--- src/rtl/awd_pkg.sv ---
// Shared register addresses and control bit positions for the window watchdog.
package awd_pkg;
    typedef enum logic [1:0] {
        AWD_A_HIGH = 2'd0,
        AWD_A_LOW  = 2'd1,
        AWD_A_CTRL = 2'd2,
        AWD_A_STAT = 2'd3
    } awd_addr_e;

    localparam int CTL_SINGLE = 5;
    localparam int CTL_REG_EN = 6;
    localparam int CTL_INJ_EN = 7;
    localparam int CTL_IRQ_EN = 8;
    localparam int STAT_FLAG  = 0;
endpackage

--- src/rtl/awd_cfg_regs.sv ---
// Configuration registers of the window watchdog.
// Holds both limits, the channel select, the mode and enable bits, and
// decodes status clear requests. Assumes WR_W > CTL_IRQ_EN and WR_W >= DATA_W.
module awd_cfg_regs
    import awd_pkg::*;
#(
    parameter int DATA_W   = 12,
    parameter int CHAN_W   = 5,
    parameter int WR_W     = 16,
    parameter int MAX_CHAN = 17
) (
    input  logic              clk,
    input  logic              rst_n,
    input  logic              wr_en,
    input  logic [1:0]        wr_addr,
    input  logic [WR_W-1:0]   wr_data,
    output logic [DATA_W-1:0] hi_lim,
    output logic [DATA_W-1:0] lo_lim,
    output logic [CHAN_W-1:0] sel_chan,
    output logic              single_md,
    output logic              reg_en,
    output logic              inj_en,
    output logic              irq_en,
    output logic              clr_req
);
    localparam logic [CHAN_W-1:0] SEL_MAX = CHAN_W'(MAX_CHAN);

    logic [CHAN_W-1:0] wr_chan;

    // Channel field of the write data, replaced by zero when out of range.
    always_comb begin
        wr_chan = wr_data[CHAN_W-1:0];
        if (wr_chan > SEL_MAX) wr_chan = '0;
    end

    // Register update on writes to the limit and control addresses.
    always_ff @(posedge clk) begin
        if (!rst_n) begin
            hi_lim    <= '1;
            lo_lim    <= '0;
            sel_chan  <= '0;
            single_md <= 1'b0;
            reg_en    <= 1'b0;
            inj_en    <= 1'b0;
            irq_en    <= 1'b0;
        end else if (wr_en) begin
            case (awd_addr_e'(wr_addr))
                AWD_A_HIGH: hi_lim <= wr_data[DATA_W-1:0];
                AWD_A_LOW:  lo_lim <= wr_data[DATA_W-1:0];
                AWD_A_CTRL: begin
                    sel_chan  <= wr_chan;
                    single_md <= wr_data[CTL_SINGLE];
                    reg_en    <= wr_data[CTL_REG_EN];
                    inj_en    <= wr_data[CTL_INJ_EN];
                    irq_en    <= wr_data[CTL_IRQ_EN];
                end
                default: ;
            endcase
        end
    end

    // A status write with a zero in the flag bit requests a clear.
    assign clr_req = wr_en && (wr_addr == AWD_A_STAT) && !wr_data[STAT_FLAG];

    AST_SEL_REJECT: assert property (@(posedge clk) disable iff (!rst_n)
        (wr_en && wr_addr == AWD_A_CTRL && wr_data[CHAN_W-1:0] > SEL_MAX)
        |=> (sel_chan == '0)) else $error("select not rejected");
    AST_SEL_RANGE: assert property (@(posedge clk) disable iff (!rst_n)
        sel_chan <= SEL_MAX) else $error("select out of range");
endmodule

--- src/rtl/awd_window_cmp.sv ---
// Group and channel filter plus window comparison on the raw result.
// Produces a one-cycle hit when a monitored result falls outside the limits.
// Assumes res_data is the unaligned converter output.
module awd_window_cmp #(
    parameter int DATA_W = 12,
    parameter int CHAN_W = 5
) (
    input  logic              clk,
    input  logic              rst_n,
    input  logic              res_vld,
    input  logic              res_inj,
    input  logic [CHAN_W-1:0] res_chan,
    input  logic [DATA_W-1:0] res_data,
    input  logic [DATA_W-1:0] hi_lim,
    input  logic [DATA_W-1:0] lo_lim,
    input  logic [CHAN_W-1:0] sel_chan,
    input  logic              single_md,
    input  logic              reg_en,
    input  logic              inj_en,
    output logic              hit
);
    logic grp_ok;
    logic chan_ok;
    logic outside;

    // Select the enable that belongs to the result's group.
    assign grp_ok  = res_inj ? inj_en : reg_en;
    // In single-channel mode accept only the selected channel.
    assign chan_ok = !single_md || (res_chan == sel_chan);
    // Strict comparison against both limits.
    assign outside = (res_data > hi_lim) || (res_data < lo_lim);
    // Combine the qualifiers into the hit strobe.
    assign hit     = res_vld && grp_ok && chan_ok && outside;

    AST_NO_HIT_DISABLED: assert property (@(posedge clk) disable iff (!rst_n)
        (!reg_en && !inj_en) |-> !hit) else $error("hit while disabled");
    AST_HIT_IN_WINDOW: assert property (@(posedge clk) disable iff (!rst_n)
        (res_data <= hi_lim && res_data >= lo_lim) |-> !hit)
        else $error("hit inside window");
endmodule

--- src/rtl/awd_status.sv ---
// Sticky watchdog flag with write-zero-to-clear and interrupt gating.
// A hit in the same cycle as a clear wins.
module awd_status (
    input  logic clk,
    input  logic rst_n,
    input  logic hit,
    input  logic clr_req,
    input  logic irq_en,
    output logic flag,
    output logic irq
);
    // Flag update: set on hit, clear on request, otherwise hold.
    always_ff @(posedge clk) begin
        if (!rst_n)       flag <= 1'b0;
        else if (hit)     flag <= 1'b1;
        else if (clr_req) flag <= 1'b0;
    end

    // Interrupt request gated by its enable.
    assign irq = flag & irq_en;

    AST_HIT_SETS: assert property (@(posedge clk) disable iff (!rst_n)
        hit |=> flag) else $error("hit lost");
    AST_FLAG_HOLDS: assert property (@(posedge clk) disable iff (!rst_n)
        (flag && !clr_req) |=> flag) else $error("flag dropped");
    AST_CLEAR_WORKS: assert property (@(posedge clk) disable iff (!rst_n)
        (clr_req && !hit) |=> !flag) else $error("clear ignored");
    AST_IRQ_GATED: assert property (@(posedge clk) disable iff (!rst_n)
        irq |-> (flag && irq_en)) else $error("ungated irq");
endmodule

--- src/rtl/awd_monitor.sv ---
// Top level of the analog window watchdog.
// Connects configuration registers, window comparator and status flag.
// Assumes one result per cycle at most, marked by res_vld.
module awd_monitor #(
    parameter int DATA_W   = 12,
    parameter int CHAN_W   = 5,
    parameter int WR_W     = 16,
    parameter int MAX_CHAN = 17
) (
    input  logic              clk,
    input  logic              rst_n,
    input  logic              res_vld,
    input  logic              res_inj,
    input  logic [CHAN_W-1:0] res_chan,
    input  logic [DATA_W-1:0] res_data,
    input  logic              wr_en,
    input  logic [1:0]        wr_addr,
    input  logic [WR_W-1:0]   wr_data,
    output logic              awd_flag,
    output logic              awd_irq
);
    logic [DATA_W-1:0] hi_lim;
    logic [DATA_W-1:0] lo_lim;
    logic [CHAN_W-1:0] sel_chan;
    logic              single_md;
    logic              reg_en;
    logic              inj_en;
    logic              irq_en;
    logic              clr_req;
    logic              hit;

    awd_cfg_regs #(
        .DATA_W(DATA_W), .CHAN_W(CHAN_W), .WR_W(WR_W), .MAX_CHAN(MAX_CHAN)
    ) u_cfg (
        .clk(clk), .rst_n(rst_n), .wr_en(wr_en), .wr_addr(wr_addr),
        .wr_data(wr_data), .hi_lim(hi_lim), .lo_lim(lo_lim),
        .sel_chan(sel_chan), .single_md(single_md), .reg_en(reg_en),
        .inj_en(inj_en), .irq_en(irq_en), .clr_req(clr_req)
    );

    awd_window_cmp #(.DATA_W(DATA_W), .CHAN_W(CHAN_W)) u_cmp (
        .clk(clk), .rst_n(rst_n), .res_vld(res_vld), .res_inj(res_inj),
        .res_chan(res_chan), .res_data(res_data), .hi_lim(hi_lim),
        .lo_lim(lo_lim), .sel_chan(sel_chan), .single_md(single_md),
        .reg_en(reg_en), .inj_en(inj_en), .hit(hit)
    );

    awd_status u_stat (
        .clk(clk), .rst_n(rst_n), .hit(hit), .clr_req(clr_req),
        .irq_en(irq_en), .flag(awd_flag), .irq(awd_irq)
    );

    AST_RESET_QUIET: assert property (@(posedge clk)
        !rst_n |=> (!awd_flag && !awd_irq)) else $error("not quiet after reset");
endmodule

--- config.mk ---
export PLATFORM = sky130hd
export DESIGN_NAME = awd_monitor
export DESIGN_NICKNAME = d
export VERILOG_FILES = /design/src/rtl/awd_pkg.sv /design/src/rtl/awd_cfg_regs.sv /design/src/rtl/awd_window_cmp.sv /design/src/rtl/awd_status.sv /design/src/rtl/awd_monitor.sv
export SDC_FILE = /design/constraint.sdc
export NUM_CORES = 1
export LEC_CHECK = 0
export ABC_CLOCK_PERIOD_IN_PS = 2100
export BUFFER_PORTS_ARGS = -buffer_cell sky130_fd_sc_hd__buf_2
export CAP_MARGIN = 0
export CORE_ASPECT_RATIO = 1.25
export CORE_MARGIN = 2
export CORE_UTILIZATION = 56
export CTS_BUF_LIST = sky130_fd_sc_hd__clkbuf_4 sky130_fd_sc_hd__clkbuf_8
export DETAILED_ROUTE_END_ITERATION = 10
export PLACE_DENSITY = 0.79
export REMOVE_ABC_BUFFERS = 1
export SLEW_MARGIN = 20
export SYNTH_ARGS = -nofsm -noshare
export SYNTH_HDL_FRONTEND = slang
export SYNTH_HIERARCHICAL = 1
export SYNTH_SLANG_ARGS = --single-unit
--- constraint.sdc ---
create_clock -name clk -period 2.1 [get_ports clk]
set_input_delay 0.21 -clock clk [delete_from_list [all_inputs] [get_ports clk]]
set_output_delay 0.21 -clock clk [all_outputs]
set_load 0.01 [all_outputs]
**Word-level counts from Yosys, hierarchy flattened**

Cells that the tools add are included.

- Bitwise operators: 1
- Magnitude comparators: 3
- Reductions and logical operators: 14
- Equality and inequality tests: 4
- Muxes and demuxes: 4

Operators by type and width:

| operator | count |
|---|---|
| $gt 12x12->1 | 1 |
| $lt 12x12->1 | 1 |
| $reduce_and 2->1 | 3 |
| $eq 5x5->1 | 1 |
| $gt 5x5->1 const B | 1 |
| $logic_and 1x1->1 | 5 |
| $mux 5 | 1 |
| $eq 2x2->1 const B | 2 |
| $mux 1 | 3 |
| $eq 2x1->1 const B | 1 |
| $logic_not 1->1 | 2 |
| $logic_not 2->1 | 1 |
| $logic_or 1x1->1 | 2 |
| $reduce_bool 2->1 | 1 |
| $and 1x1->1 | 1 |

- Word-level logic and storage cells: 34
- Register bits: 34

**Longest topological paths before layout**

- Depth in word-level cells: 5
- Mapped depth: 8

**Hierarchy**

The synthesis kept the hierarchy.

By module, submodules not included:

| module | cells each | seq. area each (µm²) | times used | area an instance (µm²) |
|---|---|---|---|---|
| awd_cfg_regs | 134 | 660.6 | 1 | 1249.9 |
| awd_window_cmp | 90 | 0.0 | 1 | 665.6 |
| awd_status | 4 | 20.0 | 1 | 48.8 |

**Worst setup path before layout**

No wires, ideal clock.

- Path type: flip-flop to flip-flop
- From: reg u_cfg.hi_lim[10]
- To: reg u_stat.flag
- Setup time: 115 ps
- Stages on the path, launching flop included: 8
- Buffers on the path: 0
- Period minus slack after synthesis: 1712 ps
- Arrival time: 1598 ps
- Path slack: 388 ps
- Cell sequence: dfxtp_1 inv_1 ha_1 nand4_2 or4_4 o41ai_2 a21oi_2 o21a_1

- Longest elaborated chain between the ends: 4

RTL lines:

| item | line | text |
|---|---|---|
| start, declared | awd_cfg_regs.sv:17 | `output logic [DATA_W-1:0] hi_lim,` |
| start signal, assigned | awd_cfg_regs.sv:48 | `AWD_A_HIGH: hi_lim <= wr_data[DATA_W-1:0];` |
| $gt 12x12->1 * | awd_window_cmp.sv:31 | `assign outside = (res_data > hi_lim) \|\| (res_data < lo_lim);` |
| $logic_or 1x1->1 * | awd_window_cmp.sv:31 |  |
| $logic_and 1x1->1 * | awd_window_cmp.sv:33 | `assign hit = res_vld && grp_ok && chan_ok && outside;` |
| net hit | awd_monitor.sv:30 | `logic hit;` |
| $mux 1 or $reduce_bool 2->1 (tied branches) | n/a |  |
| end signal, assigned | awd_status.sv:14 | `if (!rst_n) flag <= 1'b0;` |
| end signal, assigned | awd_status.sv:15 | `else if (hit) flag <= 1'b1;` |
| end signal, assigned | awd_status.sv:16 | `else if (clr_req) flag <= 1'b0;` |
| end, declared | awd_status.sv:9 | `output logic flag,` |

The timed path passes the listed nets; every way through them passes the cells marked *.
A chain may end at the register's enable or synchronous reset.

**Final worst setup path**

- From: reg u_cfg.hi_lim[2]
- To: reg u_stat.flag

Same word-level chain as after synthesis.

==> results.py <==
metrics = {
    "run_status": {
        "status": "finished clean",
    },
    "critical_path": {
        "path_depth": 8,
        "critPathArrivalTime_ps": 2000,
        "crit_path_top_delay_cell": "dfxtp_1",
        "crit_path_frequent_cell": "o21a_1",
        "crit_chain": "inv_1 -> ha_1 -> a21oi_1 -> o22ai_1 -> o21a_1 -> o41ai_2 -> a21oi_2 -> o21a_1",
        "worst-r2r-cell-count": 8,
        "crit_buf_inv": 1,
        "cpPeakStageDelay_ps": 340,
        "cp-end-kind": "register",
        "cp_max_fo": 2,
        "ff2ff_setup_slack_ps": 280,
        "start_kind": "register",
        "critPathTopFamily": "compound AO/OA/AOI/OAI gates",
        "required_ps": 2290,
        "critical_path_class": "reg -> reg",
    },
    "global_route": {
        "grt_pass1_vias": 1496,
        "antenna_found_initial": 0,
        "grt.total_usage_pct": 20.9,
        "grt_max_degree": 36,
        "grt_pass1_wl_um": 6570,
        "overflow": 0,
    },
    "floorplanning": {
        "io_pins": 42,
        "row_count": 24,
        "die_w_um": 57.0,
        "start_util_pct": 57.4,
        "dieArea_um2": 4000,
        "die_h_um": 70.2,
        "core_area_um2": 3420,
    },
    "power": {
        "power.density_nw_per_um2": 616,
        "p_leak_nw": 1.17,
        "ir_drop_mv": 0.753,
    },
    "clock_tree": {
        "clk_pin_slew_ps": 70,
        "cts_tree": "yes",
        "cts_sinks": 34,
        "cts-buffers-inserted": 5,
        "post_cts_buffers": 0,
        "cts_buffer_depth": 2,
        "cts.repair.resized": 0,
        "root_buffer": "clkbuf_8",
        "htree_levels": 2,
        "clock_latency_ps": 280,
        "cts_hold_buffers": 0,
    },
    "yosys": {
        "synth-simple-area-share_pct": 23.9,
        "synthMuxAreaShare_pct": 6.69,
        "async_reset_ff_share_pct": 0,
        "synth_edf_count": 0,
        "synth_ff_type": "dfxtp_1",
        "synth_compound_area_share_pct": 11.4,
        "yosysMostFrequentCell": "nand2_1",
        "yosysTopAreaCell": "dfxtp_1",
        "syn_area_per_cell_um2": 8.62,
        "ys_seq_area_share_pct": 34.6,
        "netlist_top_cells_area": "dfxtp_1 35%, ha_1 15%, nand2_1 7.3%, mux2i_1 6.1%, inv_1 4.8%",
        "yosysWarnings": 6,
        "synth_cells": 228,
        "synth_top_family_by_area": "simple AND/OR/NAND/NOR gates",
        "synth-xor-area-share_pct": 2.23,
        "synthAdderAreaFrac_pct": 14.6,
        "synth_top_area_share_pct": 34.6,
        "synth_commonest_cells": "38 x nand2_1, 34 x dfxtp_1, 25 x inv_1, 23 x ha_1, 18 x nand3_1",
        "ys_seq_elements": 34,
        "synthDistinctLibCells": 40,
        "synth_area_um2": 1960,
    },
    "hold_path": {
        "hold_path_class": "in -> reg",
        "holdPathStages": 3,
    },
    "placement": {
        "io_buffer_count": 37,
        "dp_slack_ps": 295,
        "dp_hpwl_um": 3050,
        "gp_congestion": 0.735,
    },
    "route": {
        "dr.pass1.iters": 4,
        "vias_per_cell": 5.31,
        "drt_iter0_drc": 43,
        "ant_nets": 0,
        "wl_um": 3920,
        "drc": 0,
        "wl_per_cell_um": 12.8,
        "vias": 1631,
    },
    "timing": {
        "hold_viol": 0,
        "fin_hold_ws_ps": 145,
        "setup_slack_ps": 285,
        "finalSetupTns_ps": 0,
        "fin_worst_skew_ps": 2.52,
        "slew_violations": 0,
        "max_freq_ghz": 0.551,
        "setup_violations": 0,
        "worst-slew-pin-transition_ps": 510,
        "rsz0062_at_grt": "false",
        "fin_crit_ps": 1820,
        "slew_headroom_pct": 66.0,
        "period_share_pct": 86.4,
    },
    "job": {
        "drv_cap": 0,
    },
    "layout": {
        "final_layout_size_suffix_gt1_share_pct": 20.1,
        "nNetsFinal": 330,
        "syn2layout_area_growth_pct": 15.8,
        "n_antenna_cell": 0,
    },
}
worst register-to-register path, cell delays in order (launching register included):
cell     delay, ps
dfxtp_1        340
inv_1           50
ha_1           280
a21oi_1        150
o22ai_1         90
o21a_1         190
o41ai_2        340
a21oi_2        100
o21a_1         180
cell usage in the layout, fill, tap and decap left out, types with 5 or more instances in the layout:
| master | instances |
|---|---|
| nor2b_1 | 13 |
| buf_2 | 37 |
| nand2_1 | 38 |
| clkbuf_8 | 6 |
| nand3b_1 | 5 |
| dfxtp_1 | 34 |
| ha_1 | 23 |
| nand3_1 | 18 |
| inv_1 | 25 |
| mux2i_1 | 12 |
| a21oi_1 | 8 |
| a21boi_1 | 8 |
per-layer routing:
| metal | part of all wire, % | vias up | GRT usage (%) |
|---|---|---|---|
| met5 | 0 | - | 0 |
| met4 | 1.5 | 0 | 6.98 |
| met3 | 4.3 | 6 | 4.63 |
| met2 | 50 | 35 | 34.5 |
| met1 | 44 | 742 | 26.6 |
| li1 | - | 848 | - |
logic make-up after synthesis:
family / count (synthesis)
buffers and inverters: 32
AND/OR/NAND/NOR: 89
multiplexers: 13
AO/OA/AOI/OAI: 32
XOR/XNOR: 5
flip-flops: 34
adder cells (fa/ha/maj): 23
layout make-up:
class                           count  area [um^2]
Sequential cell                    34          681
Fill cell                         318         1150
Tap cell                           39         48.8
Clock inverter                      1         5.00
Inverter                           25         93.8
Clock buffer                        7         90.1
Timing Repair Buffer               39          200
Multi-Input combinational cell    162         1160
state kept, by name, summed over array words and instances (netlist names):
register,count
u_stat/flag,1
u_cfg/lo_lim,12
u_cfg/hi_lim,12
u_cfg/sel_chan,5
u_cfg/single_md,1
u_cfg/inj_en,1
u_cfg/irq_en,1
u_cfg/reg_en,1
where the power goes:
part	leakage (nW)	switching (mW)	internal, mW	total [mW]
Combinational	0.845	0.112	0.100	0.213
Sequential	0.277	0.0131	0.669	0.683
Clock	0.0517	0.228	0.277	0.505
Total	1.17	0.353	1.05	1.40
through the flow:
stage | util [%] | cell area (um^2) | power [mW] | cells
after floorplan | - | 1930 | 0.820 | 221
after global placement | 63.7 | 2180 | 0.902 | 299
after detailed placement | 63.7 | 2180 | 0.911 | 299
after CTS | 66.4 | 2270 | 1.42 | 307
after global routing | 66.4 | 2270 | 1.47 | 307
final | 66.4 | 2270 | 1.40 | 307
path summary, 6_finish.rpt:
| path | startpoint | endpoint |
|---|---|---|
| worst max-delay path | u_cfg/hi_lim[2] | u_stat/flag |
| worst min-delay path | wr_data[9] | u_cfg/hi_lim[9] |
| worst max register to register | u_cfg/hi_lim[2] | u_stat/flag |
| worst min register to register | u_cfg/reg_en | u_cfg/reg_en |
Note: power is estimated with default switching activity, not from simulation.
